<file path="src/rtl/rtg_pkg.sv">
package rtg_pkg;
   // Kind of move the raster position makes on a clock edge.
   typedef enum logic [1:0] {
      STEP_HOLD  = 2'd0,
      STEP_DOT   = 2'd1,
      STEP_LINE  = 2'd2,
      STEP_FRAME = 2'd3
   } rtg_step_e;
endpackage

</file>
<file path="src/rtl/rtg_raster_counter.sv">
module rtg_raster_counter
   import rtg_pkg::*;
#(
   parameter int DOTS     = 341,
   parameter int LINES    = 262,
   parameter int SKIP_DOT = 339,
   parameter bit ODD_SKIP = 1'b1,
   parameter int DOT_W    = $clog2(DOTS),
   parameter int LINE_W   = $clog2(LINES)
) (
   input  logic              clk,
   input  logic              rst,
   input  logic              dot_en,
   input  logic              render_en,
   output logic [DOT_W-1:0]  dot_q,
   output logic [LINE_W-1:0] line_q,
   output logic              odd_q
);
   localparam logic [DOT_W-1:0]  LAST_DOT  = DOT_W'(DOTS - 1);
   localparam logic [LINE_W-1:0] LAST_LINE = LINE_W'(LINES - 1);
   localparam logic [DOT_W-1:0]  SKIP_POS  = DOT_W'(SKIP_DOT);

   logic      at_last_dot;
   logic      at_last_line;
   logic      skip_req;
   rtg_step_e step;

   assign at_last_dot  = (dot_q == LAST_DOT);
   assign at_last_line = (line_q == LAST_LINE);

   generate
      if (ODD_SKIP) begin : g_skip
         assign skip_req = dot_en & odd_q & render_en & at_last_line
                           & (dot_q == SKIP_POS);
      end else begin : g_noskip
         assign skip_req = 1'b0;
      end
   endgenerate

   always_comb begin
      step = STEP_HOLD;
      if (dot_en) begin
         if (skip_req)
            step = STEP_FRAME;
         else if (at_last_dot)
            step = at_last_line ? STEP_FRAME : STEP_LINE;
         else
            step = STEP_DOT;
      end
   end

   always_ff @(posedge clk) begin
      if (rst) begin
         dot_q  <= '0;
         line_q <= '0;
         odd_q  <= 1'b0;
      end else begin
         unique case (step)
            STEP_DOT: dot_q <= dot_q + DOT_W'(1);
            STEP_LINE: begin
               dot_q  <= '0;
               line_q <= line_q + LINE_W'(1);
            end
            STEP_FRAME: begin
               dot_q  <= '0;
               line_q <= '0;
               odd_q  <= ~odd_q;
            end
            default: ;
         endcase
      end
   end
endmodule

</file>
<file path="src/rtl/rtg_vblank_flag.sv">
module rtg_vblank_flag #(
   parameter int DOT_W    = 9,
   parameter int LINE_W   = 9,
   parameter int SET_LINE = 241,
   parameter int CLR_LINE = 261,
   parameter int FLAG_DOT = 1
) (
   input  logic              clk,
   input  logic              rst,
   input  logic              dot_en,
   input  logic [DOT_W-1:0]  dot_q,
   input  logic [LINE_W-1:0] line_q,
   input  logic              stat_rd,
   input  logic              nmi_en,
   output logic              flag_q,
   output logic              stat_bit,
   output logic              nmi
);
   localparam logic [DOT_W-1:0]  FLAG_POS = DOT_W'(FLAG_DOT);
   localparam logic [LINE_W-1:0] SET_POS  = LINE_W'(SET_LINE);
   localparam logic [LINE_W-1:0] CLR_POS  = LINE_W'(CLR_LINE);

   logic on_flag_dot;
   logic set_hit;
   logic clr_hit;

   assign on_flag_dot = dot_en & (dot_q == FLAG_POS);
   assign set_hit     = on_flag_dot & (line_q == SET_POS);
   assign clr_hit     = on_flag_dot & (line_q == CLR_POS);

   // A read wins over the set event: the reader sees 0 and the flag stays low.
   always_ff @(posedge clk) begin
      if (rst)
         flag_q <= 1'b0;
      else if (stat_rd | clr_hit)
         flag_q <= 1'b0;
      else if (set_hit)
         flag_q <= 1'b1;
   end

   assign stat_bit = stat_rd & flag_q;
   assign nmi      = nmi_en & flag_q;
endmodule

</file>
<file path="src/rtl/raster_timing_gen.sv">
module raster_timing_gen #(
   parameter int DOTS     = 341,
   parameter int LINES    = 262,
   parameter int SET_LINE = 241,
   parameter int CLR_LINE = 261,
   parameter int FLAG_DOT = 1,
   parameter int SKIP_DOT = 339,
   parameter bit ODD_SKIP = 1'b1,
   parameter int DOT_W    = $clog2(DOTS),
   parameter int LINE_W   = $clog2(LINES)
) (
   input  logic              clk,
   input  logic              rst,
   input  logic              dot_en,
   input  logic              render_en,
   input  logic              nmi_en,
   input  logic              stat_rd,
   output logic              stat_vbl,
   output logic              nmi_o,
   output logic              odd_frame,
   output logic [DOT_W-1:0]  dot_cnt,
   output logic [LINE_W-1:0] line_cnt
);
   generate
      if (DOTS < 4) begin : g_chk_dots
         $error("DOTS must be at least 4");
      end
      if (LINES < 2) begin : g_chk_lines
         $error("LINES must be at least 2");
      end
      if (SKIP_DOT < 1 || SKIP_DOT > DOTS - 2) begin : g_chk_skip
         $error("SKIP_DOT must lie in 1..DOTS-2");
      end
      if (FLAG_DOT >= DOTS) begin : g_chk_flag
         $error("FLAG_DOT must be below DOTS");
      end
      if (SET_LINE >= LINES || CLR_LINE >= LINES || SET_LINE == CLR_LINE) begin : g_chk_vlines
         $error("SET_LINE and CLR_LINE must be distinct lines of the frame");
      end
      if ((1 << DOT_W) < DOTS || (1 << LINE_W) < LINES) begin : g_chk_w
         $error("counter widths too narrow");
      end
   endgenerate

   logic vbl_flag;

   rtg_raster_counter #(
      .DOTS(DOTS), .LINES(LINES), .SKIP_DOT(SKIP_DOT),
      .ODD_SKIP(ODD_SKIP), .DOT_W(DOT_W), .LINE_W(LINE_W)
   ) i_counter (
      .clk(clk), .rst(rst), .dot_en(dot_en), .render_en(render_en),
      .dot_q(dot_cnt), .line_q(line_cnt), .odd_q(odd_frame)
   );

   rtg_vblank_flag #(
      .DOT_W(DOT_W), .LINE_W(LINE_W), .SET_LINE(SET_LINE),
      .CLR_LINE(CLR_LINE), .FLAG_DOT(FLAG_DOT)
   ) i_vblank (
      .clk(clk), .rst(rst), .dot_en(dot_en), .dot_q(dot_cnt),
      .line_q(line_cnt), .stat_rd(stat_rd), .nmi_en(nmi_en),
      .flag_q(vbl_flag), .stat_bit(stat_vbl), .nmi(nmi_o)
   );
endmodule

</file>
<file path="config.mk">
export PLATFORM = sky130hd
export DESIGN_NAME = raster_timing_gen
export DESIGN_NICKNAME = d
export VERILOG_FILES = /design/src/rtl/rtg_pkg.sv /design/src/rtl/rtg_raster_counter.sv /design/src/rtl/rtg_vblank_flag.sv /design/src/rtl/raster_timing_gen.sv
export SDC_FILE = /design/constraint.sdc
export NUM_CORES = 1
export LEC_CHECK = 0
export ABC_AREA = 1
export BUFFER_PORTS_ARGS = -buffer_cell sky130_fd_sc_hd__buf_2
export CAP_MARGIN = 0
export CORE_UTILIZATION = 48
export DETAILED_ROUTE_END_ITERATION = 16
export GPL_TIMING_DRIVEN = 0
export HOLD_SLACK_MARGIN = 0.06
export PLACE_DENSITY = 0.76
export SYNTH_ARGS = -nofsm -noshare
export SYNTH_HDL_FRONTEND = slang
export SYNTH_SLANG_ARGS = --single-unit
export TNS_END_PERCENT = 30
</file>
<file path="constraint.sdc">
create_clock -name clk -period 1.5 [get_ports clk]
set_input_delay 0.3 -clock clk [delete_from_list [all_inputs] [get_ports clk]]
set_output_delay 0.3 -clock clk [all_outputs]
set_load 0.01 [all_outputs]
</file>
==> metrics.txt <==
# TYPE chip_impl_metric gauge
chip_impl_info{name="outcome",value="completed"} 1
chip_impl_metric{name="power.density",unit="mW/mm^2"} 579.1
chip_impl_info{name="grt_setup_unrepaired",value="true"} 1
chip_impl_info{name="cts_tree",value="yes"} 1
chip_impl_metric{name="fin_skew",unit="ns"} 0.003718
chip_impl_metric{name="worst_r2r_path_depth",unit=""} 10
chip_impl_metric{name="number_of_port_buffers",unit=""} 25
chip_impl_metric{name="die_area",unit="mm^2"} 0.002847
chip_impl_metric{name="fin_nets",unit=""} 238
chip_impl_metric{name="utilization",unit="%"} 65.05
chip_impl_info{name="clock_tree.root_cell",value="sky130_fd_sc_hd__clkbuf_4"} 1
chip_impl_metric{name="number_of_clock_buffers_inserted_by_tritoncts",unit=""} 3
chip_impl_info{name="ys_top_cells_by_area",value="sky130_fd_sc_hd__dfxtp_1, sky130_fd_sc_hd__nand2_1, sky130_fd_sc_hd__nor2_1"} 1
chip_impl_metric{name="timing.final.crit_share",unit="%"} 98.82
chip_impl_metric{name="top_level_ports",unit=""} 27
chip_impl_metric{name="vias",unit=""} 1326
chip_impl_metric{name="grt_overflow",unit=""} 0
chip_impl_metric{name="netlist-cell-type-count",unit=""} 25
chip_impl_metric{name="syn2layout_area_growth",unit="%"} 27.27
chip_impl_metric{name="r2r_setup_slk",unit="ns"} 0.02
chip_impl_metric{name="fp-row-count",unit=""} 18
chip_impl_metric{name="hpwlAfterDp",unit="mm"} 2.008
chip_impl_metric{name="detailedRoute.firstIterationViolations",unit=""} 30
chip_impl_info{name="setup.worst_path.end_class",value="flop"} 1
chip_impl_metric{name="fraction_of_post_synthesis_cell_area_in_the_top_cell_type_by_area",unit="%"} 31.62
chip_impl_metric{name="finalWirelength",unit="mm"} 2.974
chip_impl_info{name="critical_path.reg2reg.endpoint",value="i_counter.line_q[1]$_SDFFE_PP0P_"} 1
chip_impl_metric{name="report.final.slew_viol_count",unit=""} 0
chip_impl_info{name="path_type_of_the_worst_setup_path",value="flop to flop"} 1
chip_impl_metric{name="layout-drive-gt1-share",unit="%"} 32.74
chip_impl_metric{name="clock_latency",unit="ns"} 0.30
chip_impl_metric{name="ir_drop",unit="mV"} 0.4550
chip_impl_metric{name="length_of_the_first_detailed_routing_pass_in_iterations",unit=""} 6
chip_impl_metric{name="antenna_cells",unit=""} 0
chip_impl_metric{name="cts_hold_buf",unit=""} 0
chip_impl_info{name="final_common_cell",value="sky130_fd_sc_hd__nand2_1"} 1
chip_impl_info{name="synth_largest_area_cell",value="sky130_fd_sc_hd__dfxtp_1"} 1
chip_impl_metric{name="fillerInstances",unit=""} 242
chip_impl_metric{name="gr-usage-all-layers",unit="%"} 21.96
chip_impl_metric{name="drt-wirelength-per-cell",unit="um"} 11.62
chip_impl_metric{name="ys_seq_area_share",unit="%"} 31.62
chip_impl_metric{name="postSynthNetCount",unit=""} 205
chip_impl_metric{name="worst-endpoint-arrival",unit="ns"} 1.68
chip_impl_metric{name="min_delay_path_depth",unit=""} 4
chip_impl_metric{name="postSynthAreaPerCell",unit="um^2"} 6.527
chip_impl_metric{name="htree_num_levels",unit=""} 1
chip_impl_metric{name="largest_net_degree_at_the_start_of_global_routing",unit=""} 12
chip_impl_metric{name="worst_ep_required_time",unit="ns"} 1.70
chip_impl_metric{name="synth_area",unit="mm^2"} 0.001266
chip_impl_metric{name="grt_antenna_before_repair",unit=""} 0
chip_impl_metric{name="antenna_violating_nets_post_route",unit=""} 0
chip_impl_info{name="holdCritPathClass",value="input pin to flop"} 1
chip_impl_metric{name="synth-warning-count",unit=""} 0
chip_impl_info{name="setup.worst_path.start_class",value="flop"} 1
chip_impl_metric{name="p_leak",unit="nW"} 0.6725
chip_impl_metric{name="worst_setup_hold_path_clk_slew",unit="ns"} 0.11
chip_impl_metric{name="avgViaCountPerCell",unit=""} 5.180
chip_impl_metric{name="design.core.area",unit="mm^2"} 0.002477
chip_impl_info{name="mostFrequentLayoutCells",value="sky130_fd_sc_hd__nand2_1, sky130_fd_sc_hd__nor2_1, sky130_fd_sc_hd__buf_2"} 1
chip_impl_metric{name="dieHeight",unit="um"} 53.36
chip_impl_info{name="r2r-start",value="i_counter.dot_q[0]$_SDFFE_PP0P_"} 1
chip_impl_metric{name="ys_ff_latch",unit=""} 20
chip_impl_metric{name="cts_sinks",unit=""} 20
chip_impl_metric{name="synthesis.instances",unit=""} 194
chip_impl_metric{name="first_pass_grt_wire_length",unit="mm"} 4.588
chip_impl_metric{name="critical_path.max_fanout",unit=""} 6
chip_impl_metric{name="timing.fmax",unit="MHz"} 674.6
chip_impl_info{name="critical_path_origin",value="i_counter.dot_q[0]$_SDFFE_PP0P_"} 1
chip_impl_metric{name="route.detailed.drc",unit=""} 0
chip_impl_metric{name="routabilityCongestion",unit=""} 0.8407
chip_impl_metric{name="cts_max_path_buffers",unit=""} 2
chip_impl_metric{name="slew_headroom",unit="%"} 69.18
chip_impl_info{name="holdCritStartpoint",value="stat_rd"} 1
chip_impl_metric{name="finish.instance_area",unit="mm^2"} 0.001612
chip_impl_metric{name="instance_area_at_placement",unit="mm^2"} 0.001429
chip_impl_metric{name="worst_slew_pin_slew",unit="ns"} 0.4580
chip_impl_metric{name="initial_core_util",unit="%"} 51.11
chip_impl_info{name="end_of_the_worst_hold_path",value="i_vblank.flag_q$_SDFFE_PP0P_"} 1
chip_impl_metric{name="maxCapViolations",unit=""} 0
chip_impl_metric{name="timing.final.setup_violations",unit=""} 0
chip_impl_metric{name="timing.final.crit_period",unit="ns"} 1.482
chip_impl_metric{name="chip_width",unit="um"} 53.36
chip_impl_metric{name="hold_viol",unit=""} 0
chip_impl_metric{name="via_count_of_the_first_global_routing_pass",unit=""} 1085
-- report_power, final --
| part | switching (W) | internal, W |
|---|---|---|
| registers | 0.00000891 | 0.000532 |
| clock network | 0.000164 | 0.000148 |
| logic | 0.0000491 | 0.0000315 |
-- critical path, stage by stage (launching register included) --
cell and delay [ns]:
sky130_fd_sc_hd__dfxtp_4 0.41, sky130_fd_sc_hd__ha_4 0.14, sky130_fd_sc_hd__nand2_1 0.05, sky130_fd_sc_hd__clkinv_1 0.06, sky130_fd_sc_hd__nand3_2 0.08, sky130_fd_sc_hd__nor2_4 0.13, sky130_fd_sc_hd__nand2_2 0.11, sky130_fd_sc_hd__a21boi_2 0.20
sky130_fd_sc_hd__nand2_1 0.08, sky130_fd_sc_hd__o21ai_1 0.08, sky130_fd_sc_hd__nor2_1 0.05
-- routing by layer --
metal | vias to the layer above | share of wire (%) | global-route usage (%) | wire (um)
li1 | 685 | - | - | -
met1 | 607 | 49 | 30.15 | 1458
met2 | 29 | 47 | 35.83 | 1393
met3 | 5 | 3.3 | 2.586 | 97
met4 | 0 | 0.84 | 5.263 | 25
met5 | - | 0 | 0 | 0
-- per-stage QoR --
stage	TNS, ns	hold slack [ns]	setup slack (ns)	total power, W	std cells
final	0	0.2478	0.01774	0.0009333	256
after global routing	-0.2784	0.2591	-0.05073	0.0009721	256
after CTS	0	0.2417	0.001480	0.0009330	253
after detailed placement	-1.041	0.4891	-0.1354	0.0006191	249
after global placement	-0.9873	0.4812	-0.1299	0.0006183	249
after floorplan	0	0.4560	0.02796	0.0005956	194
-- state kept, by name, indices dropped and copies added, names as in the netlist --
name              cells
i_counter.line_q      9
i_counter.dot_q       9
i_vblank.flag_q       1
i_counter.odd_q       1
-- cells in the mapped netlist, drive strengths merged --
master / n
xor2: 2
nor4: 2
a21boi: 1
nand3: 20
nor3b: 2
nor3: 6
nor2: 35
dfxtp: 20
o21ai: 3
buf: 2
clkinv: 2
nand2: 43
nand4: 11
ha: 5
inv: 30
a21oi: 8
nand3b: 1
clkbuf: 1
-- kinds of logic (layout without fill, tap and decap cells) --
kind of cell	after synthesis	count (layout)	synth area share [%]
AO/OA/AOI/OAI	12	12	5.237
AND/OR/NAND/NOR	120	121	46.15
adder cells (fa/ha/maj)	5	5	4.941
flip-flops	20	20	31.62
XOR/XNOR	2	2	1.384
buffers and inverters	35	66	10.67
-- area by class of cell --
class | instances | area, um^2 | share of cell area (%)
Inverter | 32 | 120.1 | 7.453
Timing Repair Buffer | 27 | 140.1 | 8.696
Buffer | 3 | 15.01 | 0.9317
Multi-Input combinational cell | 140 | 845.8 | 52.48
Tap cell | 30 | 37.54 | 2.329
Clock buffer | 4 | 36.28 | 2.252
Sequential cell | 20 | 416.7 | 25.85
-- repair_timing --
action | 4_1_cts | 5_1_grt
setup buffers | 0 | 2
hold endpoints to repair | 0 | 0
resized for setup | 8 | 30
endpoints found under the setup margin | 14 | 17
pin swaps | 0 | 10
cloned | 0 | 1
-- how the worst max path moves through the flow --
stage                                       end  slack (ns)  depth (start not counted)
2_1_floorplan   i_counter.dot_q[0]$_SDFFE_PP0P_        0.03                         10
5_1_grt        i_counter.line_q[0]$_SDFFE_PP0P_       -0.05                          7
6_report       i_counter.line_q[1]$_SDFFE_PP0P_        0.02                         10
3_5_place_dp    i_counter.dot_q[1]$_SDFFE_PP0P_       -0.14                         10
4_1_cts         i_counter.dot_q[1]$_SDFFE_PP0P_       0.001                         11
3_3_place_gp    i_counter.dot_q[3]$_SDFFE_PP0P_       -0.13                         10
No activity file was read; power rests on OpenSTA's default activity.
